`src/rtl/can_filt_pkg.sv`:
```
package can_filt_pkg;

    localparam int ADDR_MASTER = 0;
    localparam int ADDR_LIST   = 1;
    localparam int ADDR_WIDE   = 2;
    localparam int ADDR_FIFO   = 3;
    localparam int ADDR_ACT    = 4;
    localparam int ADDR_BANK0  = 8;
    localparam int ENT_MAX     = 4;

    typedef struct packed {
        logic [28:0] id;
        logic        ide;
        logic        rtr;
    } rx_hdr_t;

    typedef struct packed {
        logic        list;
        logic        wide;
        logic        fifo;
        logic        act;
        logic [31:0] ra;
        logic [31:0] rb;
    } bank_cfg_t;

    function automatic logic [28:0] full_id(rx_hdr_t h);
        return h.ide ? h.id : {h.id[10:0], 18'd0};
    endfunction

    function automatic logic [31:0] frame_word32(rx_hdr_t h);
        return {full_id(h), h.ide, h.rtr, 1'b0};
    endfunction

    function automatic logic [15:0] frame_word16(rx_hdr_t h);
        logic [28:0] f;
        f = full_id(h);
        return {f[28:18], h.rtr, h.ide, f[17:15]};
    endfunction

    function automatic logic [2:0] entry_count(logic list, logic wide);
        case ({wide, list})
            2'b10:   return 3'd1;
            2'b11:   return 3'd2;
            2'b00:   return 3'd2;
            default: return 3'd4;
        endcase
    endfunction

endpackage

```
`src/rtl/canf_cfg_regs.sv`:
```
module canf_cfg_regs
    import can_filt_pkg::*;
#(
    parameter int NB = 4,
    parameter int AW = 5
) (
    input  logic                 clk,
    input  logic                 rst,
    input  logic                 we,
    input  logic [AW-1:0]        addr,
    input  logic [31:0]          wdata,
    output bank_cfg_t [NB-1:0]   cfg,
    output logic                 hold_q,
    output logic [5:0]           split_q
);
    localparam logic [5:0] SPLIT_RST = 6'(NB / 2);

    logic [NB-1:0] list_q, wide_q, fifo_q, act_q;

    always_ff @(posedge clk) begin
        if (rst) begin
            hold_q  <= 1'b1;
            split_q <= SPLIT_RST;
            list_q  <= '0;
            wide_q  <= '0;
            fifo_q  <= '0;
            act_q   <= '0;
        end else if (we) begin
            case (int'(addr))
                ADDR_MASTER: begin
                    hold_q  <= wdata[0];
                    split_q <= wdata[13:8];
                end
                ADDR_LIST: list_q <= wdata[NB-1:0];
                ADDR_WIDE: wide_q <= wdata[NB-1:0];
                ADDR_FIFO: fifo_q <= wdata[NB-1:0];
                ADDR_ACT:  act_q  <= wdata[NB-1:0];
                default: ;
            endcase
        end
    end

    for (genvar b = 0; b < NB; b++) begin : g_bank
        logic [31:0] ra_q, rb_q;
        always_ff @(posedge clk) begin
            if (rst) begin
                ra_q <= '0;
                rb_q <= '0;
            end else if (we && int'(addr) == ADDR_BANK0 + 2*b) begin
                ra_q <= wdata;
            end else if (we && int'(addr) == ADDR_BANK0 + 2*b + 1) begin
                rb_q <= wdata;
            end
        end
        assign cfg[b] = '{list: list_q[b], wide: wide_q[b], fifo: fifo_q[b],
                          act: act_q[b], ra: ra_q, rb: rb_q};
    end
endmodule

```
`src/rtl/canf_bank_match.sv`:
```
module canf_bank_match
    import can_filt_pkg::*;
(
    input  bank_cfg_t          cfg,
    input  logic [31:0]        w32,
    input  logic [15:0]        w16,
    output logic [ENT_MAX-1:0] hit
);
    logic [ENT_MAX-1:0] raw;

    always_comb begin
        raw = '0;
        case ({cfg.wide, cfg.list})
            2'b11: begin
                raw[0] = (w32 == cfg.ra);
                raw[1] = (w32 == cfg.rb);
            end
            2'b10: begin
                raw[0] = (((w32 ^ cfg.ra) & cfg.rb) == 32'd0);
            end
            2'b01: begin
                raw[0] = (w16 == cfg.ra[15:0]);
                raw[1] = (w16 == cfg.ra[31:16]);
                raw[2] = (w16 == cfg.rb[15:0]);
                raw[3] = (w16 == cfg.rb[31:16]);
            end
            default: begin
                raw[0] = (((w16 ^ cfg.ra[15:0]) & cfg.ra[31:16]) == 16'd0);
                raw[1] = (((w16 ^ cfg.rb[15:0]) & cfg.rb[31:16]) == 16'd0);
            end
        endcase
        hit = cfg.act ? raw : '0;
    end
endmodule

```
`src/rtl/canf_pick.sv`:
```
module canf_pick
    import can_filt_pkg::*;
#(
    parameter int NB = 4,
    parameter int IW = 4
) (
    input  bank_cfg_t [NB-1:0]          cfg,
    input  logic [NB-1:0][ENT_MAX-1:0]  hits,
    input  logic                        ctrl,
    input  logic [5:0]                  split,
    output logic                        found,
    output logic                        fifo,
    output logic [IW-1:0]               index
);
    logic [IW:0] acc;
    logic [2:0]  ent;
    logic        in_range;

    always_comb begin
        found = 1'b0;
        fifo  = 1'b0;
        index = '0;
        acc   = '0;
        ent   = '0;
        for (int b = 0; b < NB; b++) begin
            in_range = ctrl ? (b >= int'(split)) : (b < int'(split));
            if (in_range && !found) begin
                if (|hits[b]) begin
                    for (int e = ENT_MAX - 1; e >= 0; e--)
                        if (hits[b][e]) ent = 3'(e);
                    found = 1'b1;
                    fifo  = cfg[b].fifo;
                    index = IW'(acc + (IW+1)'(ent));
                end else begin
                    acc = acc + (IW+1)'(entry_count(cfg[b].list, cfg[b].wide));
                end
            end
        end
    end
endmodule

```
`src/rtl/can_accept_filter.sv`:
```
module can_accept_filter
    import can_filt_pkg::*;
#(
    parameter  int NUM_BANKS = 4,
    localparam int ADDR_W    = $clog2(ADDR_BANK0 + 2*NUM_BANKS),
    localparam int IDX_W     = $clog2(ENT_MAX*NUM_BANKS)
) (
    input  logic              clk,
    input  logic              rst,
    input  logic              cfg_we,
    input  logic [ADDR_W-1:0] cfg_addr,
    input  logic [31:0]       cfg_wdata,
    input  logic              rx_valid,
    input  logic              rx_ctrl,
    input  logic [28:0]       rx_id,
    input  logic              rx_ide,
    input  logic              rx_rtr,
    output logic              res_valid,
    output logic              res_accept,
    output logic              res_fifo,
    output logic [IDX_W-1:0]  res_index
);
    bank_cfg_t [NUM_BANKS-1:0]          cfg;
    logic                               hold_q;
    logic [5:0]                         split_q;
    logic [NUM_BANKS-1:0][ENT_MAX-1:0]  hits;
    rx_hdr_t                            hdr;
    logic [31:0]                        w32;
    logic [15:0]                        w16;
    logic                               found, pick_fifo;
    logic [IDX_W-1:0]                   pick_idx;

    assign hdr = '{id: rx_id, ide: rx_ide, rtr: rx_rtr};
    assign w32 = frame_word32(hdr);
    assign w16 = frame_word16(hdr);

    canf_cfg_regs #(.NB(NUM_BANKS), .AW(ADDR_W)) u_regs (
        .clk(clk), .rst(rst), .we(cfg_we), .addr(cfg_addr), .wdata(cfg_wdata),
        .cfg(cfg), .hold_q(hold_q), .split_q(split_q)
    );

    for (genvar b = 0; b < NUM_BANKS; b++) begin : g_match
        canf_bank_match u_match (
            .cfg(cfg[b]), .w32(w32), .w16(w16), .hit(hits[b])
        );
    end

    canf_pick #(.NB(NUM_BANKS), .IW(IDX_W)) u_pick (
        .cfg(cfg), .hits(hits), .ctrl(rx_ctrl), .split(split_q),
        .found(found), .fifo(pick_fifo), .index(pick_idx)
    );

    logic take;
    assign take = rx_valid && found && !hold_q;

    always_ff @(posedge clk) begin
        if (rst) begin
            res_valid  <= 1'b0;
            res_accept <= 1'b0;
            res_fifo   <= 1'b0;
            res_index  <= '0;
        end else begin
            res_valid  <= rx_valid;
            res_accept <= take;
            res_fifo   <= take ? pick_fifo : 1'b0;
            res_index  <= take ? pick_idx : '0;
        end
    end
endmodule

```
`config.mk`:
```
export PLATFORM = sky130hd
export DESIGN_NAME = can_accept_filter
export DESIGN_NICKNAME = d
export VERILOG_FILES = /design/src/rtl/can_filt_pkg.sv /design/src/rtl/canf_cfg_regs.sv /design/src/rtl/canf_bank_match.sv /design/src/rtl/canf_pick.sv /design/src/rtl/can_accept_filter.sv
export SDC_FILE = /design/constraint.sdc
export NUM_CORES = 1
export LEC_CHECK = 0
export ABC_AREA = 1
export BUFFER_PORTS_ARGS = -buffer_cell sky130_fd_sc_hd__buf_2
export CAP_MARGIN = 20
export CORE_MARGIN = 4
export CORE_UTILIZATION = 30
export DETAILED_ROUTE_END_ITERATION = 7
export PLACE_DENSITY = 0.51
export REMOVE_ABC_BUFFERS = 1
export SYNTH_ARGS = -nofsm -noshare
export SYNTH_HDL_FRONTEND = slang
export SYNTH_SLANG_ARGS = --single-unit
```
`constraint.sdc`:
```
create_clock -name clk -period 5.1 [get_ports clk]
set_input_delay 1.02 -clock clk [delete_from_list [all_inputs] [get_ports clk]]
set_output_delay 1.02 -clock clk [all_outputs]
set_load 0.05 [all_outputs]
```
==> results of run 1 <==
## registers in the layout, summed over array words and instances (netlist names)
register / cells
u_regs.wide_q: 4
u_regs.g_bank.rb_q: 128
u_regs.list_q: 4
res_index: 4
u_regs.g_bank.ra_q: 128
res_valid: 1
u_regs.hold_q: 1
u_regs.fifo_q: 4
u_regs.split_q: 6
u_regs.act_q: 4
res_fifo: 1
res_accept: 1
## final timing paths
path	slack (ns)	from	end	depth (start not counted)
setup / recovery	0.33	rx_ide	res_index[1]$_SDFF_PP0_	25
hold / removal	0.44	u_regs.fifo_q[3]$_SDFFE_PP0P_	u_regs.fifo_q[3]$_SDFFE_PP0P_	2
setup reg to reg	0.69	u_regs.wide_q[0]$_SDFFE_PP0P_	res_index[1]$_SDFF_PP0_	24
hold reg to reg	0.44	u_regs.fifo_q[3]$_SDFFE_PP0P_	u_regs.fifo_q[3]$_SDFFE_PP0P_	2
## synthesized netlist by cell type, drive strengths merged (7+ instances only)
library cell / instances
nor2: 380
o21ai: 308
inv: 297
clkbuf: 86
nand3: 205
ha: 29
buf: 39
dfxtp: 286
nand4: 39
nand2: 683
nor3: 19
xnor2: 52
xor2: 198
a211oi: 7
nor4: 32
a22o: 8
a21oi: 217
o2111ai: 19
or2: 9
o22ai: 24
## logic make-up after synthesis
family                     share of synthesized area
DFF                                            0.292
and+or+nand+nor                                0.309
xor gates and xnor gates                       0.112
buffers and inverters                         0.0949
adders and majority gates                     0.0236
AOI/OAI and AO/OA                              0.168
## through the flow
step                utilization  worst slack [ns]  instance area [um2]  hold slack [ns]  setup TNS, ns
global placement          0.341            -0.197                22000            0.437         -0.443
CTS                       0.361             0.342                23300            0.448              0
floorplan                     -             0.125                18900            0.426              0
detailed placement        0.341            -0.221                22000            0.438         -0.517
finish                    0.361             0.333                23300            0.445              0
global route              0.361            0.0446                23300            0.466              0
## power groups by stage
stage / Sequential, uW / Clock [uW] / Combinational, uW
4_1_cts: 2340 / 2870 / 1120
5_1_grt: 2340 / 2950 / 1230
6_report: 2340 / 2820 / 1130
3_5_place_dp: 2390 / 0 / 1110
2_1_floorplan: 2370 / 0 / 600
3_3_place_gp: 2390 / 0 / 1110
## worst max-delay path, delay by kind of cell
kind / cells / cell delay (ns)
AND/OR/NAND/NOR: 14 / 1.61
buffers and inverters: 5 / 0.62
AO/OA/AOI/OAI: 2 / 0.35
adder cells (fa/ha/maj): 4 / 1.63
## metal layers
| metal | part of all wire | track usage | vias up |
|---|---|---|---|
| met4 | 0.039 | 0.0888 | 0 |
| li1 | - | - | 10169 |
| met2 | 0.45 | 0.375 | 678 |
| met1 | 0.45 | 0.318 | 9495 |
| met5 | 0 | 0 | - |
| met3 | 0.059 | 0.0291 | 147 |
## area by class of cell
type,instances,area (um2)
Clock buffer,57,1180
Clock inverter,10,105
Fill cell,7106,41300
Inverter,303,1150
Multi-Input combinational cell,2281,12000
Sequential cell,286,5730
Tap cell,855,1070
Timing Repair Buffer,286,2070
==> metrics.md, run 1 <==
| Metric | Value |
|---|---|
| Max-slew violation count | `0` |
| Avg Synthesized Cell Area | `6.55 um2` |
| First-pass GRT wire length | `124000 um` |
| Synth area leader | `dfxtp_1` |
| Postcts setup bufs | `0` |
| Vias | `20489` |
| FMAX | `210 MHz` |
| Clock Latency Late Sink | `0.56 ns` |
| Seq/Total Area, Yosys | `0.292` |
| Psw | `1920 uW` |
| Hold/Removal Path Class | `register to register` |
| Clk sink count | `approximately 290` |
| Tmin final | `4.77 ns` |
| # hold bufs at CTS | `0` |
| Core area | `0.0646 mm2` |
| Routability congestion estimate | `around 0.95` |
| Sw frac | `0.306` |
| Ys Warns | `0` |
| Ports | `between 70 and 80` |
| Post-route ant nets | `0` |
| Cell Rows | `93` |
| Relative slew margins | `0.445` |
| Worst setup EP type | `register` |
| Vias in the first global route | `19683` |
| Seq pwr share | `0.372` |
| CTS Buf Count | `38` |
| Logic pwr share | `0.180` |
| Total global-route track usage | `0.232` |
| Remaining global-route overflow | `0` |
| Distinct cells, synth | `63` |
| ANT cells | `0` |
| H-tree levels | `2` |
| Status | `completed` |
| Internal | `roughly 4400 uW` |
| Final setup violation count | `0` |
| Remaining DRCs | `0` |
| Synth Register Bits | `286` |
| Clock group share of total power | `0.448` |
| Slowest cell on crit path | `fa_1` |
| Fin crit share | `0.935` |
| CP startpoint kind | `primary input` |
| CTS resizes | `0` |
| Power Dens Cells | `270 mW/mm2` |
| Drt pass-1 iters | `5` |
| Commonest non-fill, non-tap cell in the layout | `nand2_1` |
| Effective utilization at floorplan | `0.304` |
| Routed WL per cell | `20.5 um` |
| Worst Skew | `about 0.009 ns` |
| Starting DRT DRC Count | `1912` |
| CP most frequent cell | `nand2_1` |
| Final WL | `about 84000 um` |
| Synth Flop Type | `dfxtp_1` |
| Post-synth EDFFs | `0` |
| Crit path DAT | `~5.3 ns` |
| Die H | `264 um` |
| Leak pwr | `about 0.010 uW` |
| Ratio of cells with drive above 1 in the final layout | `0.135` |
| Most frequent cells in the layout | `nand2_1, nor2_1, o21ai_0` |
| Asr flop ratio synth | `0` |
| Peak VDD IR | `between 0.0002 and 0.00025 V` |
| Mapped cell area | `0.0196 mm2` |
| Final Net Count | `3302` |
| Syn Inst Count | `2995` |
| DP HPWL | `65000 um` |
| Initial antenna violation count | `2` |
| Synth-to-Final Area Change | `19.0%` |
| Clk slew on worst S/H paths | `0.06 ns` |
| Final non-filler cell total | `4078` |
| Largest net degree at the start of global routing | `90` |
| Pwr Total | `6290 uW` |
| Vias/cell | `5.02` |
| Die Width | `264 um` |
| CTS max path bufs | `3` |
| Worst Path Max Fanout | `27` |
| Max cap viols | `0` |
| Share of the synthesized area in the top cell type | `0.292` |
| Buffers added on ports | `78` |
| Tightest Pin Transition | `0.832 ns` |
| Required @ worst endpoint | `5.59 ns` |
| Die area | `0.0695 mm2` |
| CTS tree | `yes` |
| WS Path Type | `primary input to register` |
| Worst path max stage delay | `between 0.4 and 0.5 ns` |
| Hold Vio Cnt, Final | `0` |
| Unrepaired setup endpoints after global routing | `false` |
| Clock Root Buffer | `clkbuf_16` |
| Placed Instances | `4011` |
| Synth area leaders | `dfxtp_1, nand2_1, xor2_1` |
(Power assumes the default switching activity.)
==> run 2: changes to the inputs <==
- BUFFER_PORTS_ARGS: -buffer_cell sky130_fd_sc_hd__buf_2 -> not set
- DONT_BUFFER_PORTS: not set -> 1
- PLACE_DENSITY: 0.51 -> 0.5
- REMOVE_ABC_BUFFERS: 1 -> not set
==> run 2 against run 1 <==
  * Setup slack better by 0.22 ns
  * Clock-buffer cell count shrank 6
  * Sequential cell count unchanged
  * Routed wire length increased by 0.32%
  * Critical path depth decreased by 2
  * Sequential power hardly changed
  * Clock skew rose by 0.0044 ns
  * Fmax grew 4.8%
  * Highest routed layer unchanged
==> metrics.md, run 2 (synthesis gave the netlist of run 1 again) <==
| Metric | Value |
|---|---|
| Vias | `20061 (-2.1%)` |
| Starting DRT DRC Count | `2102 (+9.9%)` |
| Postcts setup bufs | `0 (unchanged)` |
| Most frequent cells in the layout | `nand2_1, nor2_1, o21ai_0` |
| Fillers | `7199 (+1.3%)` |
| Fin crit share | `0.892 (-0.0426)` |
| Core area | `0.0646 mm2 (unchanged)` |
| Ratio of cells with drive above 1 in the final layout | `0.0855 (-0.0497)` |
| Sw frac | `0.302 (-0.00384)` |
| CP cell instances | `inv_6, buf_4, buf_4, nand2_1, nand2_1, nand4_1, a21oi_1, nand3_1, nor3_2, nor2_1, nand3_2, nor2_1, ha_1, fa_1, nand2_1, nand2_1, fa_1, inv_1, o21ai_0, inv_1, fa_1, or2_0, a21oi_1` |
| Power Dens Cells | `271 mW/mm2 (+0.64%)` |
| Worst Path Max Fanout | `87 (+220%)` |
| Setup slack, reg-to-reg | `0.65 ns (-0.04 ns)` |
| Peak VDD IR | `0.000232 V (-2.8%)` |
| Hold/Removal Path Class | `register to register` |
| Remaining global-route overflow | `0 (unchanged)` |
| Pwr Total | `6000 uW (-4.6%)` |
| Commonest non-fill, non-tap cell in the layout | `nand2_1` |
| First-pass GRT wire length | `123000 um (-0.54%)` |
| Relative slew margins | `0.315 (-0.130)` |
| Largest net degree at the start of global routing | `119 (+32%)` |
| Final Net Count | `3130 (-5.2%)` |
| Worst Skew | `0.0137 ns (+0.00439 ns)` |
| Buffers added on ports | `0 (-100%)` |
| Leak pwr | `0.00951 uW (-7.8%)` |
| ANT cells | `0 (unchanged)` |
| Logic pwr share | `0.156 (-0.024)` |
| Psw | `1810 uW (-5.8%)` |
| Remaining DRCs | `0 (unchanged)` |
| Ports | `79 (unchanged)` |
| FMAX | `220 MHz (+4.8%)` |
| Vias/cell | `5.14 (+2.2%)` |
| Clock group share of total power | `0.454 (+0.006)` |
| CTS max path bufs | `3 (unchanged)` |
| Crit path DAT | `5.04 ns (-0.22 ns)` |
| CTS Buf Count | `37 (-2.6%)` |
| CTS resizes | `0 (unchanged)` |
| WS Path Type | `primary input to register` |
| Internal | `4190 uW (-4.0%)` |
| Tightest Pin Transition | `1.03 ns (+0.195 ns)` |
| Drt pass-1 iters | `6 (+1)` |
| CTS tree | `yes` |
| Clk sink count | `286 (unchanged)` |
| Clock Latency Late Sink | `0.57 ns (about the same)` |
| Vias in the first global route | `18944 (-3.8%)` |
| Cell Rows | `93 (unchanged)` |
| Seq pwr share | `0.390 (+0.018)` |
| CP most frequent cell | `nand2_1` |
| CP startpoint kind | `primary input` |
| Max cap viols | `0 (unchanged)` |
| Die area | `0.0695 mm2 (unchanged)` |
| Post-route ant nets | `0 (unchanged)` |
| Worst path max stage delay | `0.48 ns (about the same)` |
| Die H | `264 um (unchanged)` |
| Total global-route track usage | `0.231 (-0.000931)` |
| Final WL | `83900 um (+0.32%)` |
| Status | `completed` |
| Critical path's top delay family | `adder cells` |
| Initial antenna violation count | `3 (+1)` |
| Syn Nets | `approximately 3100` |
| Clock Root Buffer | `clkbuf_16` |
| Synth-to-Final Area Change | `12.8%` |
| Slowest cell on crit path | `fa_1` |
| Final Util | `0.343 (-0.0187)` |
| H-tree levels | `2 (unchanged)` |
| Final setup violation count | `0 (unchanged)` |
| Worst setup EP type | `register` |
| Hold Vio Cnt, Final | `0 (unchanged)` |
| Effective utilization at floorplan | `0.304 (unchanged)` |
| Biggest regs | `u_regs.g_bank.ra_q (128), u_regs.g_bank.rb_q (128), u_regs.split_q (6)` |
| Max-slew violation count | `0 (unchanged)` |
| # hold bufs at CTS | `0 (unchanged)` |
| Routed WL per cell | `21.5 um (+4.7%)` |
| Die Width | `264 um (unchanged)` |
| Bufs and invs on worst path | `5 (unchanged)` |
| Routability congestion estimate | `0.954 (+0.40%)` |
| Clk slew on worst S/H paths | `0.06 ns (about the same)` |
| Unrepaired setup endpoints after global routing | `false` |
| Tmin final | `4.55 ns (-0.217 ns)` |
| Required @ worst endpoint | `5.60 ns (about the same)` |
| DP HPWL | `64700 um (-0.42%)` |
==> run 2: power groups by stage <==
| stage | logic, uW | clock network, uW | registers [uW] |
|---|---|---|---|
| final | 935 | 2720 | 2340 |
| after global routing | 1030 | 2840 | 2350 |
| after CTS | 924 | 2770 | 2340 |
| after detailed placement | 919 | 0 | 2390 |
| after global placement | 925 | 0 | 2390 |
| after floorplan | 659 | 0 | 2370 |
==> run 2: layout make-up <==
type                            instances  area, um2  share of cell area
Clock buffer                           51       1040              0.0469
Clock inverter                         15        176             0.00798
Inverter                              303       1150              0.0519
Multi-Input combinational cell       2281      12000               0.544
Sequential cell                       286       5730               0.259
Tap cell                              855       1070              0.0484
Timing Repair Buffer                  115        938              0.0424
==> run 2: per-layer routing <==
layer | part of all wire | track usage | vias up
met4 | 0.029 | 0.0655 | 0
met1 | 0.45 | 0.321 | 9381
li1 | - | - | 9824
met3 | 0.074 | 0.0363 | 122
met5 | 0 | 0 | -
met2 | 0.45 | 0.373 | 734
==> run 2: stage by stage <==
step | TNS [ns] | cells | cell area [um2] | hold WS, ns | worst slack, ns
after floorplan | 0 | 2995 | 19600 | 0.424 | 0.0999
after global placement | 0 | 3839 | 20900 | 0.438 | 0.0115
after detailed placement | -0.00816 | 3839 | 20900 | 0.439 | -0.00816
after CTS | 0 | 3905 | 22100 | 0.448 | 0.574
after global routing | 0 | 3906 | 22100 | 0.476 | 0.151
final | 0 | 3906 | 22100 | 0.448 | 0.551
==> run 2: worst min-delay path, cell delays in order (launching register included) <==
cell	delay, ns
dfxtp_1	0.31
inv_1	0.05
a21oi_1	0.05
==> run 2: final timing paths <==
check	from	to	depth (start not counted)
max	rx_ide	res_index[1]$_SDFF_PP0_	23
min	u_regs.fifo_q[2]$_SDFFE_PP0P_	u_regs.fifo_q[2]$_SDFFE_PP0P_	2
max reg2reg	u_regs.split_q[2]$_SDFFE_PP0P_	res_index[1]$_SDFF_PP0_	20
min reg2reg	u_regs.fifo_q[2]$_SDFFE_PP0P_	u_regs.fifo_q[2]$_SDFFE_PP0P_	2
==> run 3: changes to the inputs <==
- PLACE_DENSITY: 0.5 -> 0.49
- clock period: 5.1 -> 4.19 ns (I/O delays scaled with it)
==> run 3 against run 2 <==
  * Sequential power is 22% higher
  * Clock-buffer cell count is 10 lower
  * Non-clock buffer count is 122 higher
  * Total power is 29% higher
  * Sequential cell count stayed put
  * First-iteration DRC count is 13% lower
  * Global-route usage is 0.35 points higher
  * Sequential share of layout area is 1.4 points lower
  * Critical endpoint unchanged
  * Largest cell class unchanged
  * Clock skew is 0.010 ns higher
  * Utilization is 1.9 points higher
  * Setup slack worse by 0.50 ns
==> metrics.md, run 3 (synthesis gave the netlist of run 1 again) <==
| Metric | Value |
|---|---|
| Status | `completed` |
| Peak VDD IR | `0.000312 V (+35%)` |
| Fin crit share | `0.989` |
| Unrepaired setup endpoints after global routing | `true` |
| Worst setup EP type | `register` |
| CTS Buf Count | `36 (-2.7%)` |
| Relative slew margins | `0.438 (+0.123)` |
| Vias/cell | `5.09 (-0.98%)` |
| Crit path DAT | `4.65 ns (-0.39 ns)` |
| Hold_sp | `rst` |
| Post-Place Setup Slack | `-0.551 ns (-0.543 ns)` |
| Die H | `264 um (unchanged)` |
| Ports | `79 (unchanged)` |
| Commonest non-fill, non-tap cell in the layout | `nand2_1` |
| ANT cells | `0 (unchanged)` |
| Total global-route track usage | `0.235 (+0.00351)` |
| Final setup violation count | `0 (unchanged)` |
| Starting DRT DRC Count | `1828 (-13%)` |
| Vias in the first global route | `19500 (+2.9%)` |
| Effective utilization at floorplan | `0.304 (unchanged)` |
| CTS tree | `yes` |
| Vias | `20485 (+2.1%)` |
| Hold/Removal Path Class | `primary input to register` |
| Core area | `0.0646 mm2 (unchanged)` |
| R2R cell count | `24 (+20%)` |
| Post-route ant nets | `0 (unchanged)` |
| Remaining global-route overflow | `0 (unchanged)` |
| Hold endpoint | `u_regs.split_q[4]$_SDFFE_PP0P_` |
| Routed WL per cell | `21.0 um (-2.5%)` |
| Storage element area | `0.00573 mm2 (about the same)` |
| Die area | `0.0695 mm2 (unchanged)` |
| Power Dens Cells | `332 mW/mm2 (+23%)` |
| Leak pwr | `0.0102 uW (+6.9%)` |
| Max cap viols | `0 (unchanged)` |
| Routability congestion estimate | `0.959 (+0.55%)` |
| Most frequent cells in the layout | `nand2_1, nor2_1, o21ai_0` |
| Max-slew violation count | `0 (unchanged)` |
| CP startpoint kind | `register` |
| Fillers | `7084 (-1.6%)` |
| Remaining DRCs | `0 (unchanged)` |
| Largest net degree at the start of global routing | `106 (-11%)` |
| # hold bufs at CTS | `0 (unchanged)` |
| Syn Nets | `3101 (unchanged)` |
| Die Width | `264 um (unchanged)` |
| Initial antenna violation count | `1 (-2)` |
| Final WL | `84400 um (+0.56%)` |
| First-pass GRT wire length | `125000 um (+1.7%)` |
| Worst Path Max Fanout | `4 (-95%)` |
| Tightest Pin Transition | `0.840 ns (-0.186 ns)` |
| Hold_ws | `0.339 ns (-0.109 ns)` |
| Worst Skew | `0.0239 ns (+0.0103 ns)` |
| Setup WS post-layout | `0.0467 ns (-0.504 ns)` |
| Required @ worst endpoint | `4.70 ns (-0.90 ns)` |
| Cell Rows | `93 (unchanged)` |
| Clk slew on worst S/H paths | `0.06 ns (about the same)` |
| Setup slack, reg-to-reg | `0.05 ns (-0.60 ns)` |
| Clock Latency Late Sink | `0.59 ns (+0.02 ns)` |
| Buffers added on ports | `0 (unchanged)` |
| Drt pass-1 iters | `5 (-1)` |
| Worst r2r src | `u_regs.wide_q[0]$_SDFFE_PP0P_` |
| Footprint of the multi-input gates | `0.0122 mm2 (+1.4%)` |
| DP HPWL | `65100 um (+0.62%)` |
| Hold path cells | `1 (-1)` |
| Hold Vio Cnt, Final | `0 (unchanged)` |
| Clock Root Buffer | `clkbuf_16` |
| Tmin final | `4.14 ns` |
| Clk sink count | `286 (unchanged)` |
| Reg-to-reg endpoint | `res_index[1]$_SDFF_PP0_` |
| CTS max path bufs | `3 (unchanged)` |
| Final Util | `0.362 (+0.0193)` |
| Ratio of cells with drive above 1 in the final layout | `0.135 (+0.0493)` |
| Synth-to-Final Area Change | `19.2%` |
| H-tree levels | `2 (unchanged)` |
| WS Path Type | `register to register` |
| Biggest regs | `u_regs.g_bank.ra_q (128), u_regs.g_bank.rb_q (128), u_regs.split_q (6)` |
| Final Net Count | `3251 (+3.9%)` |
| FMAX | `between 200 and 250 MHz` |
[run 3: report_power, final]
part | switching (uW) | internal, uW | leakage, uW
Combinational | 771 | 474 | 0.00719
Clock | 1440 | 2240 | 0.000663
Sequential | 69.8 | 2780 | 0.00232
Total | 2280 | 5490 | 0.0102
[run 3: worst max path at each step]
stage	endpoint	from	depth (start not counted)	slack, ns
3_5_place_dp	res_index[1]$_SDFF_PP0_	rx_ide	27	-0.55
6_report	res_index[1]$_SDFF_PP0_	u_regs.wide_q[0]$_SDFFE_PP0P_	24	0.05
3_3_place_gp	res_index[1]$_SDFF_PP0_	rx_ide	23	-0.49
4_1_cts	res_index[1]$_SDFF_PP0_	u_regs.list_q[0]$_SDFFE_PP0P_	24	0.001
5_1_grt	res_index[1]$_SDFF_PP0_	u_regs.wide_q[0]$_SDFFE_PP0P_	26	-0.17
2_1_floorplan	res_index[1]$_SDFF_PP0_	rx_ide	23	-0.28
[run 3: final cells by class]
cell class / count / area share
clock inverters: 25 / 0.0170
clock buffers: 41 / 0.0415
inverters: 303 / 0.0492
repair buffers: 237 / 0.0795
flip-flops and latches: 286 / 0.245
well taps: 855 / 0.0458
multi-input cells: 2281 / 0.522
[run 3: critical path: stages (launching register included)]
cell	delay [ns]
dfxtp_4	0.36
buf_4	0.13
ha_1	0.21
a21boi_2	0.15
buf_4	0.14
nand3_1	0.10
nor2_2	0.07
nand2_1	0.07
nor2_1	0.04
nand3_1	0.07
nand3_2	0.09
nand2_4	0.09
nand3_4	0.10
buf_4	0.17
nor3_2	0.16
fa_1	0.47
nand2_1	0.10
nand2_2	0.07
fa_1	0.50
inv_2	0.04
o21ai_2	0.15
inv_1	0.07
fa_2	0.39
or2_1	0.24
a21oi_2	0.10
[run 3: metal layers]
metal	vias to the layer above	GRT usage	part of all wire
met2	705	0.371	0.44
met4	0	0.0841	0.039
li1	10084	-	-
met3	157	0.0296	0.062
met1	9539	0.329	0.46
met5	-	0	0
[run 3: metrics by stage]
step           cell area [um2]  std cells  power [uW]  setup TNS, ns
5_1_grt                  23400       4028        8040         -0.353
3_5_place_dp             21800       3957        4120          -1.48
6_report                 23400       4028        7770              0
3_3_place_gp             21800       3957        4130          -1.27
2_1_floorplan            19700       2995        3700         -0.604
4_1_cts                  23200       4023        7780              0
[run 3: what timing repair did]
item / in CTS / in global routing
resized for setup: 3 / 32
setup buffers: 0 / 5
pin swaps: 0 / 25
endpoints found under the setup margin: 1 / 3
